<file path="src/rtl/fifo_rm_pkg.sv">
package fifo_rm_pkg;

    typedef enum logic {
        RD_STD  = 1'b0,
        RD_FWFT = 1'b1
    } rd_mode_e;

    // Events that move the array pointers in one cycle
    typedef struct packed {
        logic wr_ok;   // accepted write into the array
        logic load;    // word leaves the array into a holding stage
    } fifo_ev_t;

    // Largest i with (v >> i) != 0
    function automatic int floor_log2(input int v);
        int r;
        r = 0;
        for (int i = 0; i < 31; i++) begin
            if ((v >> i) != 0) r = i;
        end
        return r;
    endfunction

endpackage

</file>
<file path="src/rtl/fifo_rm_mem.sv">
module fifo_rm_mem #(
    parameter int DATA_W = 4,
    parameter int ADDR_W = 4
) (
    input  logic              clk,
    input  logic              we,
    input  logic [ADDR_W-1:0] waddr,
    input  logic [DATA_W-1:0] wdata,
    input  logic [ADDR_W-1:0] raddr,
    output logic [DATA_W-1:0] rdata
);
    localparam int DEPTH = 1 << ADDR_W;

    logic [DATA_W-1:0] mem [DEPTH];

    always_ff @(posedge clk) begin
        if (we) mem[waddr] <= wdata;
    end

    // Captured by a holding stage on the next edge
    assign rdata = mem[raddr];

endmodule

</file>
<file path="src/rtl/fifo_rm_ctrl.sv">
module fifo_rm_ctrl
    import fifo_rm_pkg::*;
#(
    parameter int ADDR_W   = 4,
    parameter bit FALL_LAG = 1'b0
) (
    input  logic              clk,
    input  logic              rst,
    input  fifo_ev_t          ev,
    output logic [ADDR_W-1:0] waddr,
    output logic [ADDR_W-1:0] raddr,
    output logic              arr_full,
    output logic              arr_avail
);
    localparam int CNT_W = ADDR_W + 1;
    localparam logic [CNT_W-1:0] DEPTH_C = {1'b1, {ADDR_W{1'b0}}};

    logic [CNT_W-1:0] cnt;
    logic             lag;

    always_ff @(posedge clk) begin
        if (rst) begin
            waddr <= '0;
            raddr <= '0;
            cnt   <= '0;
        end else begin
            if (ev.wr_ok) waddr <= waddr + 1'b1;
            if (ev.load)  raddr <= raddr + 1'b1;
            case ({ev.wr_ok, ev.load})
                2'b10:   cnt <= cnt + 1'b1;
                2'b01:   cnt <= cnt - 1'b1;
                default: cnt <= cnt;
            endcase
        end
    end

    // Hide the word written last cycle from the read side for one extra cycle
    generate
        if (FALL_LAG) begin : g_lag
            always_ff @(posedge clk) begin
                if (rst) lag <= 1'b0;
                else     lag <= ev.wr_ok;
            end
        end else begin : g_nolag
            assign lag = 1'b0;
        end
    endgenerate

    assign arr_full  = (cnt == DEPTH_C);
    assign arr_avail = (cnt > {{ADDR_W{1'b0}}, lag});

endmodule

</file>
<file path="src/rtl/fifo_rm_stages.sv">
module fifo_rm_stages
    import fifo_rm_pkg::*;
#(
    parameter int       DATA_W    = 4,
    parameter rd_mode_e MODE      = RD_STD,
    parameter bit       DOUT_PIPE = 1'b0
) (
    input  logic              clk,
    input  logic              rst,
    input  logic              rd_en,
    input  logic              arr_avail,
    input  logic [DATA_W-1:0] mem_q,
    output logic              load,
    output logic              vis_valid,
    output logic              all_valid,
    output logic [DATA_W-1:0] dout
);
    logic take;
    assign take = rd_en && vis_valid;

    generate
        if (MODE == RD_FWFT) begin : g_fwft
            logic              s0_v, s1_v, adv;
            logic [DATA_W-1:0] s0_d, s1_d;

            assign adv  = s0_v && (!s1_v || take);
            assign load = arr_avail && (!s0_v || adv);

            always_ff @(posedge clk) begin
                if (rst) begin
                    s0_v <= 1'b0;
                    s1_v <= 1'b0;
                    s0_d <= '0;
                    s1_d <= '0;
                end else begin
                    if (adv)       s1_v <= 1'b1;
                    else if (take) s1_v <= 1'b0;
                    if (adv)       s1_d <= s0_d;
                    if (load) begin
                        s0_v <= 1'b1;
                        s0_d <= mem_q;
                    end else if (adv) begin
                        s0_v <= 1'b0;
                    end
                end
            end

            assign vis_valid = s1_v;
            assign all_valid = s0_v && s1_v;
            assign dout      = s1_d;
        end else begin : g_std
            logic              s_v;
            logic [DATA_W-1:0] s_d, q;

            assign load = arr_avail && (!s_v || take);

            always_ff @(posedge clk) begin
                if (rst) begin
                    s_v <= 1'b0;
                    s_d <= '0;
                    q   <= '0;
                end else begin
                    if (load)      s_v <= 1'b1;
                    else if (take) s_v <= 1'b0;
                    if (load) s_d <= mem_q;
                    if (take) q   <= s_d;
                end
            end

            assign vis_valid = s_v;
            assign all_valid = s_v;

            if (DOUT_PIPE) begin : g_pipe
                logic [DATA_W-1:0] q2;
                always_ff @(posedge clk) begin
                    if (rst) q2 <= '0;
                    else     q2 <= q;
                end
                assign dout = q2;
            end else begin : g_direct
                assign dout = q;
            end
        end
    endgenerate

endmodule

</file>
<file path="src/rtl/sync_fifo_rm.sv">
module sync_fifo_rm
    import fifo_rm_pkg::*;
#(
    parameter rd_mode_e MODE     = RD_STD,
    parameter bit       OUT_REG  = 1'b0,
    parameter int       DATA_W   = 4,
    parameter int       CAP_LOG2 = 6
) (
    input  logic              clk,
    input  logic              rst,
    input  logic              wr_en,
    input  logic [DATA_W-1:0] wr_data,
    input  logic              rd_en,
    output logic [DATA_W-1:0] rd_data,
    output logic              full,
    output logic              empty
);
    localparam int ADDR_W    = CAP_LOG2 - floor_log2(DATA_W);
    localparam bit DOUT_PIPE = (MODE == RD_STD)  && OUT_REG;
    localparam bit FALL_LAG  = (MODE == RD_FWFT) && OUT_REG;

    fifo_ev_t          ev;
    logic [ADDR_W-1:0] waddr, raddr;
    logic [DATA_W-1:0] mem_q;
    logic              arr_full, arr_avail, load, vis_valid, all_valid;

    assign full     = arr_full && all_valid;
    assign empty    = !vis_valid;
    assign ev.wr_ok = wr_en && !full;
    assign ev.load  = load;

    fifo_rm_mem #(.DATA_W(DATA_W), .ADDR_W(ADDR_W)) u_mem (
        .clk   (clk),
        .we    (ev.wr_ok),
        .waddr (waddr),
        .wdata (wr_data),
        .raddr (raddr),
        .rdata (mem_q)
    );

    fifo_rm_ctrl #(.ADDR_W(ADDR_W), .FALL_LAG(FALL_LAG)) u_ctrl (
        .clk       (clk),
        .rst       (rst),
        .ev        (ev),
        .waddr     (waddr),
        .raddr     (raddr),
        .arr_full  (arr_full),
        .arr_avail (arr_avail)
    );

    fifo_rm_stages #(.DATA_W(DATA_W), .MODE(MODE), .DOUT_PIPE(DOUT_PIPE)) u_stages (
        .clk       (clk),
        .rst       (rst),
        .rd_en     (rd_en),
        .arr_avail (arr_avail),
        .mem_q     (mem_q),
        .load      (load),
        .vis_valid (vis_valid),
        .all_valid (all_valid),
        .dout      (rd_data)
    );

endmodule

</file>
<file path="config.mk">
export PLATFORM = sky130hd
export DESIGN_NAME = sync_fifo_rm
export DESIGN_NICKNAME = d
export VERILOG_FILES = /design/src/rtl/fifo_rm_pkg.sv /design/src/rtl/fifo_rm_mem.sv /design/src/rtl/fifo_rm_ctrl.sv /design/src/rtl/fifo_rm_stages.sv /design/src/rtl/sync_fifo_rm.sv
export SDC_FILE = /design/constraint.sdc
export NUM_CORES = 1
export LEC_CHECK = 0
export BUFFER_PORTS_ARGS = -buffer_cell sky130_fd_sc_hd__buf_2
export CAP_MARGIN = 5
export CORE_ASPECT_RATIO = 0.7
export CORE_MARGIN = 1
export CORE_UTILIZATION = 40
export DETAILED_ROUTE_END_ITERATION = 10
export HOLD_SLACK_MARGIN = 0.15
export PLACE_DENSITY_LB_ADDON = 0.1
export SLEW_MARGIN = 25
export SYNTH_ARGS = -nofsm -noshare
export SYNTH_HDL_FRONTEND = slang
export SYNTH_SLANG_ARGS = --single-unit
</file>
<file path="constraint.sdc">
create_clock -name clk -period 4.65 [get_ports clk]
set_input_delay 0.93 -clock clk [delete_from_list [all_inputs] [get_ports clk]]
set_output_delay 0.93 -clock clk [all_outputs]
set_load 0.01 [all_outputs]
</file>
Word-level counts from Yosys, hierarchy flattened. Memories as Yosys holds them, arrays and structs flattened. A register that Yosys moved wholly into a read port is not among the register bits. Index checks and enable logic that the tools add are counted.

Register bits after elaboration: 18. RAM bits: 64. Memories: 1.

Memory list: u_mem.mem (depth 16, bits a word 4, read ports 1, clocked after memory_dff 1, write ports 1, line fifo_rm_mem.sv:14) `logic [DATA_W-1:0] mem [DEPTH];`.

Add/sub/neg operators: 4. $lt $le $gt $ge: 1. Equal/unequal tests: 3. Mux-type cells: 5. Reductions and logical operators: 9.

Operator list (count): 5-bit one-hot mux with 2 select lines (1); 4-bit by 1-bit adder with 4-bit output, second input constant (2); 5-bit by 1-bit adder with 5-bit output, second input constant (1); 5-bit == test, second input constant (1); 5-bit by 1-bit greater-than comparator with 1-bit output, second input constant (1); 5-bit by 1-bit subtractor with 5-bit output, second input constant (1); 1-bit logical AND (4); 1-bit two-way mux (4); 2-bit nonzero test (2); 2-bit by 1-bit == test with 1-bit output, second input constant (1); 2-bit == test, second input constant (1); 1-bit zero test (2); 1-bit logical OR (1).

Longest topological paths before layout. Gate-level depths: netlist (run 1).

Depth in word-level cells: 6. Mapped depth: 12.

By module. From an unflattened synthesis (run 1), not the netlist that was laid out.

Cell total of the unflattened synthesis: 248. Area total of the unflattened synthesis: 3704.8 µm².

By module, submodules not included: fifo_rm_mem (times used 1, cells each 126, area each 2586.2 µm², seq. area each 1921.8 µm²); fifo_rm_ctrl (times used 1, cells each 78, area each 724.4 µm², seq. area each 260.2 µm²); fifo_rm_stages (times used 1, cells each 41, area each 376.6 µm², seq. area each 180.2 µm²); sync_fifo_rm (times used 1, cells each 3, area each 17.5 µm², seq. area each 0.0 µm²).

Least setup slack after synthesis (run 1). Ideal clock, no wire load.

Path kind: in2reg. Start point: input port rd_en. End point: register u_ctrl.cnt[4]. Library setup time: 0.121 ns. Data arrival time: 3.021 ns. Setup slack: 1.509 ns. Cell stages on the path: 10. Path through: nand2b_1 o21a_4 buf_6 ha_1 xor2_1 ha_1 a211o_1 a211o_1 a21oi_1 mux2_2.

Word-level cells in the longest chain between the ends: 5. Elaborated cells on any way between the ends: 7. Those cells by class: 2 x eq/ne; 1 x mux; 4 x reduce/logical.

RTL lines: from (decl) (line sync_fifo_rm.sv:13) `input logic rd_en,`; 1-bit logical AND * (line fifo_rm_stages.sv:19) `assign take = rd_en && vis_valid;`; 1-bit logical OR * (line fifo_rm_stages.sv:55) `assign load = arr_avail && (!s_v || take);`; 1-bit logical AND * (line fifo_rm_stages.sv:55); net load (line sync_fifo_rm.sv:25) `logic arr_full, arr_avail, load, vis_valid, all_valid;`; 2-bit by 1-bit == test with 1-bit output or 2-bit == test (tied branches) (line fifo_rm_ctrl.sv:29) `case ({ev.wr_ok, ev.load})`; 5-bit one-hot mux with 2 select lines or 2-bit nonzero test (tied branches); to (signal assigned) (line fifo_rm_ctrl.sv:30) `2'b10: cnt <= cnt + 1'b1;`; to (signal assigned) (line fifo_rm_ctrl.sv:31) `2'b01: cnt <= cnt - 1'b1;`; to (signal assigned) (line fifo_rm_ctrl.sv:32) `default: cnt <= cnt;`; to (decl) (line fifo_rm_ctrl.sv:18) `logic [CNT_W-1:0] cnt;`.

Mark *: on every way through the listed nets, which the timed path passes. The rest lies on a longest branch. A chain may end at the register's enable or synchronous reset.

Worst setup path after layout (run 1).
Start point: register u_ctrl.cnt[1]. End point: register u_ctrl.cnt[4].

Word-level cells in the longest chain between the ends: 6. Elaborated cells on any way between the ends: 12. Those cells by class: 2 x add/sub; 1 x order compare; 3 x eq/ne; 1 x mux; 5 x reduce/logical.

RTL lines: branches (longest 6 deep; another with 5-bit by 1-bit greater-than comparator with 1-bit output).

Parallel ways; which one is timed is not known.

==> results of run 1 <==
-- layout by cell type (no fill, tap or decap), drive strengths merged, types with 2 or more instances in the layout --
cell    synthesis  routed
xor2            6       6
ha              9       9
o21a            2       2
inv             5       6
or3b            4       4
edfxtp         64      64
and3            2       2
dfxtp          22      22
buf            12      13
nor4            4       4
xnor2           3       3
a21oi          10      10
mux2i          34      34
nand3b          3       3
nand2          14      14
o22ai          17      17
nor3            4       4
or3             3       3
o211ai          4       4
clkbuf          5      14
a211o           2       2
nand2b          5       5
a211oi          4       4
nand3           5       5
nor2           28      28
-- stage by stage --
stage | power [mW] | setup WS (ns) | hold WS, ns | std cells
2_1_floorplan | 1.47 | 1.51 | 0.444 | 281
3_3_place_gp | 1.55 | 1.30 | 0.440 | 401
3_5_place_dp | 1.55 | 1.29 | 0.445 | 401
4_1_cts | 2.33 | 1.48 | 0.454 | 417
5_1_grt | 2.44 | 1.29 | 0.475 | 417
6_report | 2.31 | 1.47 | 0.451 | 417
-- layout make-up --
class | instances | area, µm² | area share (%)
clock inverters | 2 | 13.8 | 0.327
multi-input cells | 173 | 1260 | 30.0
inverters | 5 | 18.8 | 0.446
flip-flops and latches | 86 | 2370 | 56.2
well taps | 124 | 155 | 3.69
clock buffers | 14 | 328 | 7.79
repair buffers | 13 | 65.1 | 1.55
-- power by group --
part	internal [mW]	switching [mW]
Sequential	0.891	0.0861
Clock	0.490	0.279
Combinational	0.243	0.317
Total	1.62	0.682
-- cell families after synthesis --
family | synth area share, %
flops | 63.2
simple gates | 9.77
compound gates | 9.43
mux | 9.40
buf+inv | 3.11
xor+xnor | 2.11
fa+ha+maj | 3.01
-- Yosys cell counts, types with 2 or more instances --
library cell / number / area share, %
sky130_fd_sc_hd__nor4_1: 4 / 0.67
sky130_fd_sc_hd__mux2i_1: 34 / 9.1
sky130_fd_sc_hd__or3b_2: 4 / 0.94
sky130_fd_sc_hd__a21oi_1: 10 / 1.3
sky130_fd_sc_hd__and3_1: 2 / 0.33
sky130_fd_sc_hd__clkbuf_1: 5 / 0.50
sky130_fd_sc_hd__nand3b_1: 3 / 0.60
sky130_fd_sc_hd__o211ai_1: 3 / 0.60
sky130_fd_sc_hd__or3_1: 3 / 0.50
sky130_fd_sc_hd__buf_6: 3 / 0.90
sky130_fd_sc_hd__a211oi_2: 4 / 1.3
sky130_fd_sc_hd__nand2b_1: 5 / 0.84
sky130_fd_sc_hd__dfxtp_1: 22 / 12
sky130_fd_sc_hd__o22ai_1: 17 / 2.8
sky130_fd_sc_hd__a211o_1: 2 / 0.47
sky130_fd_sc_hd__ha_1: 9 / 3.0
sky130_fd_sc_hd__edfxtp_1: 64 / 51
sky130_fd_sc_hd__xnor2_1: 3 / 0.70
sky130_fd_sc_hd__nor2_1: 28 / 2.8
sky130_fd_sc_hd__nand2_1: 14 / 1.4
sky130_fd_sc_hd__inv_1: 4 / 0.40
sky130_fd_sc_hd__nor3_1: 4 / 0.54
sky130_fd_sc_hd__xor2_1: 6 / 1.4
sky130_fd_sc_hd__o21a_4: 2 / 0.80
sky130_fd_sc_hd__buf_1: 2 / 0.20
sky130_fd_sc_hd__buf_2: 6 / 0.80
sky130_fd_sc_hd__nand3_1: 5 / 0.67
-- final timing paths --
| kind | to | cells after the start | slack, ns | start |
|---|---|---|---|---|
| setup reg to reg | u_ctrl.cnt[4]$_SDFFE_PP0P_ | 9 | 1.47 | u_ctrl.cnt[1]$_SDFFE_PP0P_ |
| setup / recovery | u_ctrl.cnt[4]$_SDFFE_PP0P_ | 9 | 1.47 | u_ctrl.cnt[1]$_SDFFE_PP0P_ |
| hold / removal | u_stages.dout[0]$_SDFFE_PP0P_ | 2 | 0.45 | u_stages.dout[0]$_SDFFE_PP0P_ |
| hold reg to reg | u_stages.dout[0]$_SDFFE_PP0P_ | 2 | 0.45 | u_stages.dout[0]$_SDFFE_PP0P_ |
-- per-layer routing --
| metal | track usage (%) | up-vias | wire, µm |
|---|---|---|---|
| met4 | 5.59 | 0 | 43 |
| met1 | 23.1 | 1044 | 3720 |
| met5 | 0 | - | 0 |
| met2 | 20.5 | 32 | 2860 |
| li1 | - | 1070 | - |
| met3 | 6.59 | 4 | 310 |
-- worst max-delay path: stages (launching register included) --
cell and delay (ns):
sky130_fd_sc_hd__dfxtp_1 0.37, sky130_fd_sc_hd__or4_4 0.59, sky130_fd_sc_hd__o21a_4 0.30, sky130_fd_sc_hd__ha_1 0.31
sky130_fd_sc_hd__xor2_1 0.18, sky130_fd_sc_hd__ha_1 0.23, sky130_fd_sc_hd__a211o_1 0.28, sky130_fd_sc_hd__a211o_1 0.28
sky130_fd_sc_hd__a21oi_1 0.16, sky130_fd_sc_hd__mux2_2 0.35
-- flip-flops by register name (all words and copies together) (netlist names) --
register            cells
u_ctrl.raddr            4
u_ctrl.cnt              5
u_ctrl.waddr            4
u_mem.mem              64
u_stages.all_valid      1
u_stages.g_std.s_d      4
u_stages.dout           4
==> PnR_summary.wiki, run 1 <==
{| class="wikitable"
! Metric !! Value
|-
| Slew of the pin with the lowest slew margin || 0.707 ns
|-
| Async SR Flop Fraction || 0%
|-
| Area of the die || 0.00975 mm²
|-
| Combined global-route utilization of all metal layers || 15.8%
|-
| Post-DR wirelength/cell || 16.6 µm
|-
| Unrepaired setup endpoints after global routing || false
|-
| Total standard cell area after synthesis || 0.00374 mm²
|-
| CTS root buf || sky130_fd_sc_hd__clkbuf_16
|-
| Clock transition time at the flip-flop clock pins of the worst setup and hold paths || 0.06 ns
|-
| Total number of clock tree sinks || 86
|-
| Arrival time of the worst setup path || 3.40 ns
|-
| Total I/O pin count || 14
|-
| Final weighted congestion of routability-driven global placement || 0.804
|-
| Kind of critical path || reg -> reg
|-
| Setup total negative slack || 0 ns
|-
| Clock period minus final worst setup slack || 3.18 ns
|-
| Max-cap violation count || 0
|-
| Rows || 29
|-
| Sort of element at the end of the critical path || flip-flop
|-
| Number of search-and-repair iterations in the first detailed-routing pass || 4
|-
| Antenna cell count || 0
|-
| Critical path peak fanout || 12
|-
| Layout Cell Area excl Fill || 0.00421 mm²
|-
| Count of different cell masters after synthesis || 40
|-
| Largest net degree at the start of global routing || 35
|-
| F_max || 0.315 GHz
|-
| Total DRC errors in the routed layout || 0
|-
| Startpoint type of the worst setup path || flip-flop
|-
| Post-synth top flop || sky130_fd_sc_hd__edfxtp_1
|-
| Post-CTS setup buffers || 0
|-
| CTS tree || yes
|-
| TritonCTS Buffers || 9
|-
| Filler Cell Count || 824
|-
| Total number of yosys warnings || 0
|-
| Quantity of I/O buffers inserted on ports || 13
|-
| Proportion of synthesized chip area in sequential cells || 63.2%
|-
| Post-route clock skew || 0.00616 ns
|-
| Total wire length after detailed routing || 6.93 mm
|-
| Die Span Y || 82.9 µm
|-
| Period utilisation layout || 68.3%
|-
| Post-layout util || 46.4%
|-
| Ratio of cells with drive above 1 in the final layout || 15.0%
|-
| Total gr overflow || 0
|-
| Final Max Tran Viols || 0
|-
| Post_cts resized || 0
|-
| Number of instances in the synthesized netlist || 281
|-
| Total power density per cell area || 548 mW/mm²
|-
| Worst-case headroom to the max-slew limit || 52.5%
|-
| Die Wd || 118 µm
|-
| Core box area || 0.00907 mm²
|-
| Insertion delay to the later sink of the worst-skew pair || 0.33 ns
|-
| Final-report setup violation count || 0
|-
| Critical Path RT || 4.87 ns
|-
| Count of H-tree levels built during CTS || 3
|-
| Number of global-route vias before repair || 2060
|-
| Number of DRC markers in iteration 0 || 131
|-
| Post-DP HPWL || 4.87 mm
|-
| Number of vias after detailed routing || 2150
|-
| Maximum buffer depth of the clock tree || 2
|-
| Count of flip-flops with a built-in enable after synthesis || 64
|-
| Syn_area_per_cell || 13.3 µm²
|-
| Max IR drop VDD || 0.000276 V
|-
| Worst Hold Class || reg -> reg
|-
| First-pass GRT wire length || 11.1 mm
|-
| CTS Hold Bufs || 0
|-
| Placement Cell Area || 0.00386 mm²
|-
| Nets || 305
|-
| Standby leakage power || 1.39 nW
|-
| P&R area growth vs syn || 12.5%
|-
| Mean number of vias per cell || 5.16
|-
| Net count of the mapped netlist || 298
|-
| Antenna violations before repair || 0
|-
| Flops & latches, synth || 86
|-
| Final hold violation count || 0
|-
| Post-route ant nets || 0
|-
| Starting Density || 41.2%
|-
| Outcome || finished, final reports clean
|}
(Power assumes the default switching activity.)
==> inputs of run 2 (changes only) <==
--- a/config.mk
+++ b/config.mk
@@ -5,6 +5,7 @@
 export SDC_FILE = /design/constraint.sdc
 export NUM_CORES = 1
 export LEC_CHECK = 0
+export ABC_AREA = 1
 export BUFFER_PORTS_ARGS = -buffer_cell sky130_fd_sc_hd__buf_2
 export CAP_MARGIN = 5
 export CORE_ASPECT_RATIO = 0.7
==> constraint.sdc (replaced) <==
create_clock -name clk -period 2.9 [get_ports clk]
set_input_delay 0.58 -clock clk [delete_from_list [all_inputs] [get_ports clk]]
set_output_delay 0.58 -clock clk [all_outputs]
set_load 0.01 [all_outputs]
==> run 2 against run 1 <==
Compared with the run above: final area is 4.0% higher; critical endpoint unchanged; die area is 6.0% higher; largest power group unchanged; highest routed layer unchanged; clock power up 44%; via count rose by 24%; core utilization down 1.0 points; count of clock-buffer cells in the layout down 2.
==> PnR_summary.wiki, run 2 <==
{| class="wikitable"
! Metric !! Value
|-
| CTS tree || yes (unchanged)
|-
| Total number of clock tree sinks || 86 (unchanged)
|-
| Die Span Y || 85.3 µm (was 82.9 µm)
|-
| Startpoint of the most critical hold path || u_stages.dout[0]$_SDFFE_PP0P_ (unchanged)
|-
| Most frequent cell after synthesis || sky130_fd_sc_hd__nand2_1 (was sky130_fd_sc_hd__edfxtp_1)
|-
| Number of stages on the worst hold path || 2 (unchanged)
|-
| Most common cell on crit path || sky130_fd_sc_hd__nand2_1
|-
| Number of global-route vias before repair || 2526 (was 2060)
|-
| Die Wd || 121 µm (was 118 µm)
|-
| Number of search-and-repair iterations in the first detailed-routing pass || 4 (unchanged)
|-
| R2R setup slack || 0.60 ns (was 1.47 ns)
|-
| Count of H-tree levels built during CTS || 3 (unchanged)
|-
| Post-DP HPWL || 5.63 mm (was 4.87 mm)
|-
| TritonCTS Buffers || 9 (unchanged)
|-
| Launching point of the worst reg2reg path || u_ctrl.cnt[3]$_SDFFE_PP0P_ (was u_ctrl.cnt[1]$_SDFFE_PP0P_)
|-
| Ratio of cells with drive above 1 in the final layout || 10.1% (was 15.0%)
|-
| Starting Density || 41.1% (was 41.2%)
|-
| Power Total || 3.71 mW (was 2.31 mW)
|-
| Max FFs per register || 64 (unchanged)
|-
| Net count of the mapped netlist || 446 (was 298)
|-
| Leading area contributor after synthesis || sky130_fd_sc_hd__edfxtp_1 (unchanged)
|-
| Critical path peak fanout || 9 (was 12)
|-
| Max IR drop VDD || 0.000363 V (was 0.000276 V)
|-
| Post-route clock skew || 0.00539 ns (was 0.00616 ns)
|-
| Kind of critical path || reg -> reg (unchanged)
|-
| Slew of the pin with the lowest slew margin || 0.511 ns (was 0.707 ns)
|-
| Total gr overflow || 0 (unchanged)
|-
| Hold worst-path end || u_stages.dout[0]$_SDFFE_PP0P_ (unchanged)
|-
| Total net switching power || 1.27 mW (was 0.682 mW)
|-
| Leading cell type in the layout, fill and taps excluded || sky130_fd_sc_hd__nand2_1 (was sky130_fd_sc_hd__edfxtp_1)
|-
| Clock power share || 29.9% (was 33.3%)
|-
| Standby leakage power || 1.90 nW (was 1.39 nW)
|-
| Portion of total power attributed to sequential cells || 40.0% (was 42.4%)
|-
| Total DRC errors in the routed layout || 0 (unchanged)
|-
| Startpoint type of the worst setup path || flip-flop (unchanged)
|-
| Arrival time of the worst setup path || 2.56 ns (was 3.40 ns)
|-
| Clock transition time at the flip-flop clock pins of the worst setup and hold paths || 0.06 ns (about the same)
|-
| Final Max Tran Viols || 0 (unchanged)
|-
| Final non-filler cell total || 574 (was 417)
|-
| Rows || 30 (was 29)
|-
| Period utilisation layout || 79.2% (was 68.3%)
|-
| Flops & latches, synth || 86 (unchanged)
|-
| Setup total negative slack || 0 ns (unchanged)
|-
| CTS Hold Bufs || 0 (unchanged)
|-
| Biggest area contributors in the synthesized netlist || sky130_fd_sc_hd__edfxtp_1 48%, sky130_fd_sc_hd__nand2_1 12%, sky130_fd_sc_hd__dfxtp_1 11%, sky130_fd_sc_hd__nand3_1 6.3%, sky130_fd_sc_hd__inv_1 5.2% (was sky130_fd_sc_hd__edfxtp_1 51%, sky130_fd_sc_hd__dfxtp_1 12%, sky130_fd_sc_hd__mux2i_1 9.1%, sky130_fd_sc_hd__ha_1 3.0%, sky130_fd_sc_hd__o22ai_1 2.8%)
|-
| Quantity of I/O buffers inserted on ports || 13 (unchanged)
|-
| Post-layout util || 45.4% (was 46.4%)
|-
| Outcome || finished, final reports clean (unchanged)
|-
| Post-route ant nets || 0 (unchanged)
|-
| Clock period minus final worst setup slack || 2.30 ns (was 3.18 ns)
|-
| Largest net degree at the start of global routing || 36 (was 35)
|-
| Worst Setup Slack, final || 0.604 ns (was 1.47 ns)
|-
| Proportion of synthesized chip area in sequential cells || 59.5% (was 63.2%)
|-
| Final hold violation count || 0 (unchanged)
|-
| Total wire length after detailed routing || 8.51 mm (was 6.93 mm)
|-
| First-pass GRT wire length || 13.9 mm (was 11.1 mm)
|-
| Final weighted congestion of routability-driven global placement || 0.771 (was 0.804)
|-
| Post_cts resized || 0 (unchanged)
|-
| Post-synth top flop || sky130_fd_sc_hd__edfxtp_1 (unchanged)
|-
| Mean number of vias per cell || 4.65 (was 5.16)
|-
| Worst-case headroom to the max-slew limit || 65.8% (was 52.5%)
|-
| Total number of yosys warnings || 0 (unchanged)
|-
| Core box area || 0.00965 mm² (was 0.00907 mm²)
|-
| Number of vias after detailed routing || 2671 (was 2150)
|-
| Critical Path RT || 3.17 ns (was 4.87 ns)
|-
| Nets || 458 (was 305)
|-
| CTS root buf || sky130_fd_sc_hd__clkbuf_16 (unchanged)
|-
| Total standard cell area after synthesis || 0.00397 mm² (was 0.00374 mm²)
|-
| Maximum single-stage delay on the critical path || 0.34 ns (was 0.59 ns)
|-
| Worst Hold Class || reg -> reg (unchanged)
|-
| Top reg by flops || u_mem.mem (unchanged)
|-
| Number of instances in the synthesized netlist || 429 (was 281)
|-
| Sort of element at the end of the critical path || flip-flop (unchanged)
|-
| Total power density per cell area || 847 mW/mm² (was 548 mW/mm²)
|-
| CP Depth || 16 (was 9)
|-
| Combined global-route utilization of all metal layers || 18.5% (was 15.8%)
|-
| Antenna cell count || 0 (unchanged)
|-
| Slowest-stage cell, CP || sky130_fd_sc_hd__dfxtp_1 (was sky130_fd_sc_hd__or4_4)
|-
| Placed cell count || 558 (was 401)
|-
| Total I/O pin count || 14 (unchanged)
|-
| Commonest cells in the synthesized netlist || 132 x sky130_fd_sc_hd__nand2_1, 64 x sky130_fd_sc_hd__edfxtp_1, 55 x sky130_fd_sc_hd__inv_1 (was 64 x sky130_fd_sc_hd__edfxtp_1, 34 x sky130_fd_sc_hd__mux2i_1, 28 x sky130_fd_sc_hd__nor2_1)
|-
| Insertion delay to the later sink of the worst-skew pair || 0.34 ns (was 0.33 ns)
|-
| Area of the die || 0.0103 mm² (was 0.00975 mm²)
|-
| Async SR Flop Fraction || 0% (unchanged)
|-
| Number of DRC markers in iteration 0 || 184 (was 131)
|-
| Worst slack at placement || 0.478 ns (was 1.29 ns)
|-
| Reg-to-reg endpoint || u_ctrl.cnt[4]$_SDFFE_PP0P_ (unchanged)
|-
| WP buf/inv || 1 (was 0)
|-
| Share of total power in combinational logic || 30.0% (was 24.3%)
|-
| Count of flip-flops with a built-in enable after synthesis || 64 (unchanged)
|-
| Series of cell instances along the critical path || nor2_1 -> nand3_1 -> nor2_1 -> nand2_1 -> nand2_2 -> ha_1 -> xor2_1 -> ha_1 -> inv_1 -> nand2_1 -> nand3_1 -> nand2_1 -> nand2_1 -> nand2_1 -> nand2_1 -> a21oi_1 (was or4_4 -> o21a_4 -> ha_1 -> xor2_1 -> ha_1 -> a211o_1 -> a211o_1 -> a21oi_1 -> mux2_2)
|-
| Final-report setup violation count || 0 (unchanged)
|-
| Net switching share of the total power || 34.3% (was 29.6%)
|-
| Commonest cells after routing, fill and taps aside || 132 x sky130_fd_sc_hd__nand2_1, 64 x sky130_fd_sc_hd__edfxtp_1, 55 x sky130_fd_sc_hd__inv_1, 50 x sky130_fd_sc_hd__nand3_1, 35 x sky130_fd_sc_hd__nor2_1 (was 64 x sky130_fd_sc_hd__edfxtp_1, 34 x sky130_fd_sc_hd__mux2i_1, 28 x sky130_fd_sc_hd__nor2_1, 21 x sky130_fd_sc_hd__dfxtp_1, 17 x sky130_fd_sc_hd__o22ai_1)
|-
| Count of different cell masters after synthesis || 30 (was 40)
|-
| Maximum buffer depth of the clock tree || 2 (unchanged)
|-
| Registers with the most flip-flops || u_mem.mem x64, u_ctrl.cnt x5 (unchanged)
|-
| Post-CTS setup buffers || 0 (unchanged)
|-
| Worst reg2reg path depth || 16 (was 9)
|-
| F_max || 0.435 GHz (was 0.315 GHz)
|-
| Internal power || 2.43 mW (was 1.62 mW)
|-
| Synth top area share || 48.4% (was 51.4%)
|-
| Antenna violations before repair || 0 (unchanged)
|-
| Max-cap violation count || 0 (unchanged)
|-
| Syn_area_per_cell || 9.25 µm² (was 13.3 µm²)
|-
| Delay-heaviest family, CP || simple AND/OR/NAND/NOR gates (was compound AO/OA/AOI/OAI gates)
|-
| P&R area growth vs syn || 10.3% (was 12.5%)
|-
| Unrepaired setup endpoints after global routing || false (unchanged)
|-
| Post-DR wirelength/cell || 14.8 µm (was 16.6 µm)
|}
run 2: cell count changes after synthesis, moves of 5 or more:
cell	before	now
sky130_fd_sc_hd__clkbuf_1	5	0
sky130_fd_sc_hd__mux2i_1	34	0
sky130_fd_sc_hd__nand2b_1	5	0
sky130_fd_sc_hd__inv_1	4	55
sky130_fd_sc_hd__o21ai_0	1	9
sky130_fd_sc_hd__nand3_1	5	50
sky130_fd_sc_hd__nand2_1	14	132
sky130_fd_sc_hd__nor2_1	28	35
sky130_fd_sc_hd__o22ai_1	17	0
run 2: power groups by stage:
stage	registers [mW]	logic [mW]	clock network [mW]
global route	1.50	1.27	1.18
CTS	1.48	1.13	1.13
finish	1.48	1.11	1.11
global placement	1.51	1.12	0
floorplan	1.50	0.917	0
detailed placement	1.51	1.12	0
run 2: per-stage QoR:
| stage | hold slack (ns) | cell area, µm² |
|---|---|---|
| 6_report | 0.488 | 4380 |
| 5_1_grt | 0.502 | 4380 |
| 4_1_cts | 0.487 | 4380 |
| 3_5_place_dp | 0.473 | 4090 |
| 3_3_place_gp | 0.461 | 4090 |
| 2_1_floorplan | 0.471 | 3970 |
run 2: how the worst max path moves through the flow:
stage,start,end,slack (ns)
after floorplan,rd_en,u_ctrl.cnt[2]$_SDFFE_PP0P_,0.67
after global placement,rd_en,u_ctrl.cnt[4]$_SDFFE_PP0P_,0.51
after detailed placement,rd_en,u_ctrl.cnt[4]$_SDFFE_PP0P_,0.48
after CTS,u_ctrl.cnt[3]$_SDFFE_PP0P_,u_ctrl.cnt[4]$_SDFFE_PP0P_,0.61
after global routing,u_ctrl.cnt[3]$_SDFFE_PP0P_,u_ctrl.cnt[4]$_SDFFE_PP0P_,0.34
final,u_ctrl.cnt[3]$_SDFFE_PP0P_,u_ctrl.cnt[4]$_SDFFE_PP0P_,0.60
run 2: worst min-delay path, cell delays in order, from the launching register on:
cell and delay, ns:
sky130_fd_sc_hd__dfxtp_1 0.33, sky130_fd_sc_hd__nor2_1 0.05, sky130_fd_sc_hd__nor2_1 0.08
run 2: kinds of logic (layout without fill, tap and decap cells):
family / count (synthesis) / count (layout) / synth area share [%]
simple gates: 228 / 228 / 24.3
compound gates: 25 / 25 / 3.37
buf+inv: 76 / 93 / 8.89
flops: 86 / 86 / 59.5
fa+ha+maj: 9 / 9 / 2.84
xor+xnor: 5 / 5 / 1.10
run 2: layout make-up:
type | count | area [µm²]
Clock buffer | 12 | 236
Multi-Input combinational cell | 267 | 1250
Fill cell | 942 | 5270
Tap cell | 128 | 160
Sequential cell | 86 | 2360
Inverter | 62 | 238
Timing Repair Buffer | 15 | 80.1
Clock inverter | 4 | 47.5
run 2: routing by layer:
metal  routed length (µm)  vias up  global-route usage [%]  share of wire (%)
met5                    0        -                       0                  0
met4                   93        0                    5.27                1.1
met3                  422        8                    5.04                5.0
met1                 4470     1211                    28.2                 53
li1                     -     1398                       -                  -
met2                 3520       54                    25.3                 41
==> inputs of run 3 (changes only) <==
==> constraint.sdc (replaced) <==
create_clock -name clk -period 2 [get_ports clk]
set_input_delay 0.4 -clock clk [delete_from_list [all_inputs] [get_ports clk]]
set_output_delay 0.4 -clock clk [all_outputs]
set_load 0.01 [all_outputs]
==> run 3 against run 2 <==
Compared with the run above: combinational power rose by 57%; critical path depth decreased by 7; via count increased by 2.0%; die area did not move; clock power grew 53%; cell count is 2.1% higher; first-iteration DRC count grew 12%; register-to-register slack worse by 0.55 ns; worst hold slack got worse by 0.10 ns; non-clock buffer count rose by 12; largest power group unchanged; wire length decreased by 2.1%.
==> PnR_summary.wiki, run 3 (synthesis results as in run 2) <==
{| class="wikitable"
! Metric !! Value
|-
| Post-DP HPWL || 5.69 mm (was 5.63 mm)
|-
| F_max || 0.515 GHz (was 0.435 GHz)
|-
| Clock power share || 30.3% (was 29.9%)
|-
| Commonest cells after routing, fill and taps aside || 131 x sky130_fd_sc_hd__nand2_1, 64 x sky130_fd_sc_hd__edfxtp_1, 53 x sky130_fd_sc_hd__inv_1, 50 x sky130_fd_sc_hd__nand3_1, 24 x sky130_fd_sc_hd__nor2_1 (was 132 x sky130_fd_sc_hd__nand2_1, 64 x sky130_fd_sc_hd__edfxtp_1, 55 x sky130_fd_sc_hd__inv_1, 50 x sky130_fd_sc_hd__nand3_1, 35 x sky130_fd_sc_hd__nor2_1)
|-
| Layout Cell Area excl Fill || 0.00455 mm² (was 0.00438 mm²)
|-
| Clock period minus final worst setup slack || 1.94 ns (was 2.30 ns)
|-
| Post-route ant nets || 0 (unchanged)
|-
| Total number of clock tree sinks || 86 (unchanged)
|-
| Insertion delay to the later sink of the worst-skew pair || 0.34 ns (about the same)
|-
| Antenna violations before repair || 0 (unchanged)
|-
| Antenna cell count || 0 (unchanged)
|-
| Hold Worst Slack || 0.385 ns (was 0.488 ns)
|-
| Sort of element at the end of the critical path || flip-flop (unchanged)
|-
| Die Span Y || 85.3 µm (unchanged)
|-
| Final hold violation count || 0 (unchanged)
|-
| Critical Path RT || 1.99 ns (was 3.17 ns)
|-
| Die Wd || 121 µm (unchanged)
|-
| Post-CTS setup buffers || 0 (unchanged)
|-
| Combined global-route utilization of all metal layers || 17.9% (was 18.5%)
|-
| P&R area growth vs syn || 14.7% (was 10.3%)
|-
| Number of DRC markers in iteration 0 || 206 (was 184)
|-
| Total net switching power || 1.90 mW (was 1.27 mW)
|-
| Startpoint type of the worst setup path || flip-flop (unchanged)
|-
| Leading cell type in the layout, fill and taps excluded || sky130_fd_sc_hd__nand2_1 (unchanged)
|-
| CTS root buf || sky130_fd_sc_hd__clkbuf_16 (unchanged)
|-
| Arrival time of the worst setup path || 1.93 ns (was 2.56 ns)
|-
| Worst Hold Class || in -> reg (was reg -> reg)
|-
| Slew of the pin with the lowest slew margin || 0.450 ns (was 0.511 ns)
|-
| Rows || 30 (unchanged)
|-
| Quantity of I/O buffers inserted on ports || 13 (unchanged)
|-
| Largest net degree at the start of global routing || 36 (unchanged)
|-
| Post-DR wirelength/cell || 14.2 µm (was 14.8 µm)
|-
| Final Max Tran Viols || 0 (unchanged)
|-
| Max IR drop VDD || 0.000554 V (was 0.000363 V)
|-
| Registers with the most flip-flops || u_mem.mem x64, u_ctrl.cnt x5 (unchanged)
|-
| Total power density per cell area || 1240 mW/mm² (was 847 mW/mm²)
|-
| Total DRC errors in the routed layout || 0 (unchanged)
|-
| Standby leakage power || 1.97 nW (was 1.90 nW)
|-
| Net switching share of the total power || 33.8% (was 34.3%)
|-
| First-pass GRT wire length || 13.4 mm (was 13.9 mm)
|-
| Worst-case headroom to the max-slew limit || 70.0% (was 65.8%)
|-
| Count of H-tree levels built during CTS || 3 (unchanged)
|-
| Final-report setup violation count || 0 (unchanged)
|-
| Max-cap violation count || 0 (unchanged)
|-
| Unrepaired setup endpoints after global routing || true (was false)
|-
| Maximum buffer depth of the clock tree || 2 (unchanged)
|-
| Ratio of cells with drive above 1 in the final layout || 17.2% (was 10.1%)
|-
| Internal power || 3.72 mW (was 2.43 mW)
|-
| Kind of critical path || reg -> reg (unchanged)
|-
| Nets || 470 (was 458)
|-
| Final weighted congestion of routability-driven global placement || 0.848 (was 0.771)
|-
| Mean number of vias per cell || 4.65 (about the same)
|-
| Max FFs per register || 64 (unchanged)
|-
| Number of vias after detailed routing || 2725 (was 2671)
|-
| Total gr overflow || 0 (unchanged)
|-
| Top reg by flops || u_mem.mem (unchanged)
|-
| Starting Density || 41.1% (unchanged)
|-
| R2R setup slack || 0.06 ns (was 0.60 ns)
|-
| Share of total power in combinational logic || 30.9% (was 30.0%)
|-
| Total wire length after detailed routing || 8.32 mm (was 8.51 mm)
|-
| Total I/O pin count || 14 (unchanged)
|-
| Area of the die || 0.0103 mm² (unchanged)
|-
| CTS tree || yes (unchanged)
|-
| Number of global-route vias before repair || 2509 (was 2526)
|-
| Placement Cell Area || 0.00419 mm² (was 0.00409 mm²)
|-
| Number of search-and-repair iterations in the first detailed-routing pass || 4 (unchanged)
|-
| TritonCTS Buffers || 9 (unchanged)
|-
| Period utilisation layout || 97.1% (was 79.2%)
|-
| Post-route clock skew || 0.00497 ns (was 0.00539 ns)
|-
| Portion of total power attributed to sequential cells || 38.8% (was 40.0%)
|-
| Critical path peak fanout || 8 (was 9)
|-
| Clock transition time at the flip-flop clock pins of the worst setup and hold paths || 0.06 ns (about the same)
|-
| Outcome || finished, final reports clean (unchanged)
|-
| Core box area || 0.00965 mm² (unchanged)
|}
==> run 3: timing repair <==
action | CTS | global route
setup endpoints to repair | 1 | 35
gates cloned | 0 | 0
hold buffers | 0 | 0
pin swaps | 0 | 2
gates resized for setup | 1 | 18
==> run 3: path summary, 6_finish.rpt <==
path / startpoint / cells past startpoint / endpoint
worst min register to register: u_stages.dout[0]$_SDFFE_PP0P_ / 2 / u_stages.dout[0]$_SDFFE_PP0P_
worst max-delay path: u_ctrl.cnt[1]$_SDFFE_PP0P_ / 9 / u_mem.mem[14][1]$_DFFE_PP_
worst min-delay path: rd_en / 3 / u_stages.all_valid$_SDFFE_PP0P_
worst max register to register: u_ctrl.cnt[1]$_SDFFE_PP0P_ / 9 / u_mem.mem[14][1]$_DFFE_PP_
==> run 3: cell type report <==
cell class / instances / area (µm²)
fillers: 955 / 5100
flip-flops and latches: 86 / 2360
multi-input cells: 267 / 1310
clock buffers: 11 / 253
inverters: 62 / 238
repair buffers: 27 / 170
well taps: 128 / 160
clock inverters: 5 / 56.3
==> run 3: routing by layer <==
metal | global-route usage (%) | routed length [µm] | part of all wire [%] | vias up
met2 | 25.5 | 3470 | 42 | 28
met4 | 3.70 | 64 | 0.77 | 0
met5 | 0 | 0 | 0 | -
met3 | 5.85 | 289 | 3.5 | 6
met1 | 26.3 | 4500 | 54 | 1262
li1 | - | - | - | 1429
==> run 3: power groups by stage <==
stage / sequential, mW / combinational [mW] / clock [mW]
floorplan: 2.17 / 1.33 / 0
global placement: 2.21 / 1.70 / 0
detailed placement: 2.21 / 1.70 / 0
CTS: 2.18 / 1.71 / 1.75
global route: 2.20 / 2.00 / 1.81
finish: 2.19 / 1.74 / 1.70
==> run 3: per-stage QoR <==
stage	std cells	util, %	setup WS [ns]	total power [mW]	TNS, ns
floorplan	429	-	0.00706	3.50	0
global route	586	47.2	-0.0644	6.02	-0.555
CTS	586	46.6	0.0204	5.63	0
detailed placement	570	43.4	-0.0462	3.91	-0.0617
finish	586	47.2	0.0579	5.63	0
global placement	570	43.4	-0.0202	3.91	-0.0202
==> run 3: critical path: stages (launching register included) <==
cell and delay [ns]:
sky130_fd_sc_hd__dfxtp_1 0.41, sky130_fd_sc_hd__inv_2 0.07, sky130_fd_sc_hd__nand3_1 0.08, sky130_fd_sc_hd__nor2_1 0.04
sky130_fd_sc_hd__nand2_1 0.08, sky130_fd_sc_hd__nand2_2 0.08, sky130_fd_sc_hd__buf_4 0.18, sky130_fd_sc_hd__inv_2 0.09
sky130_fd_sc_hd__nand2_1 0.18, sky130_fd_sc_hd__nor2_1 0.39
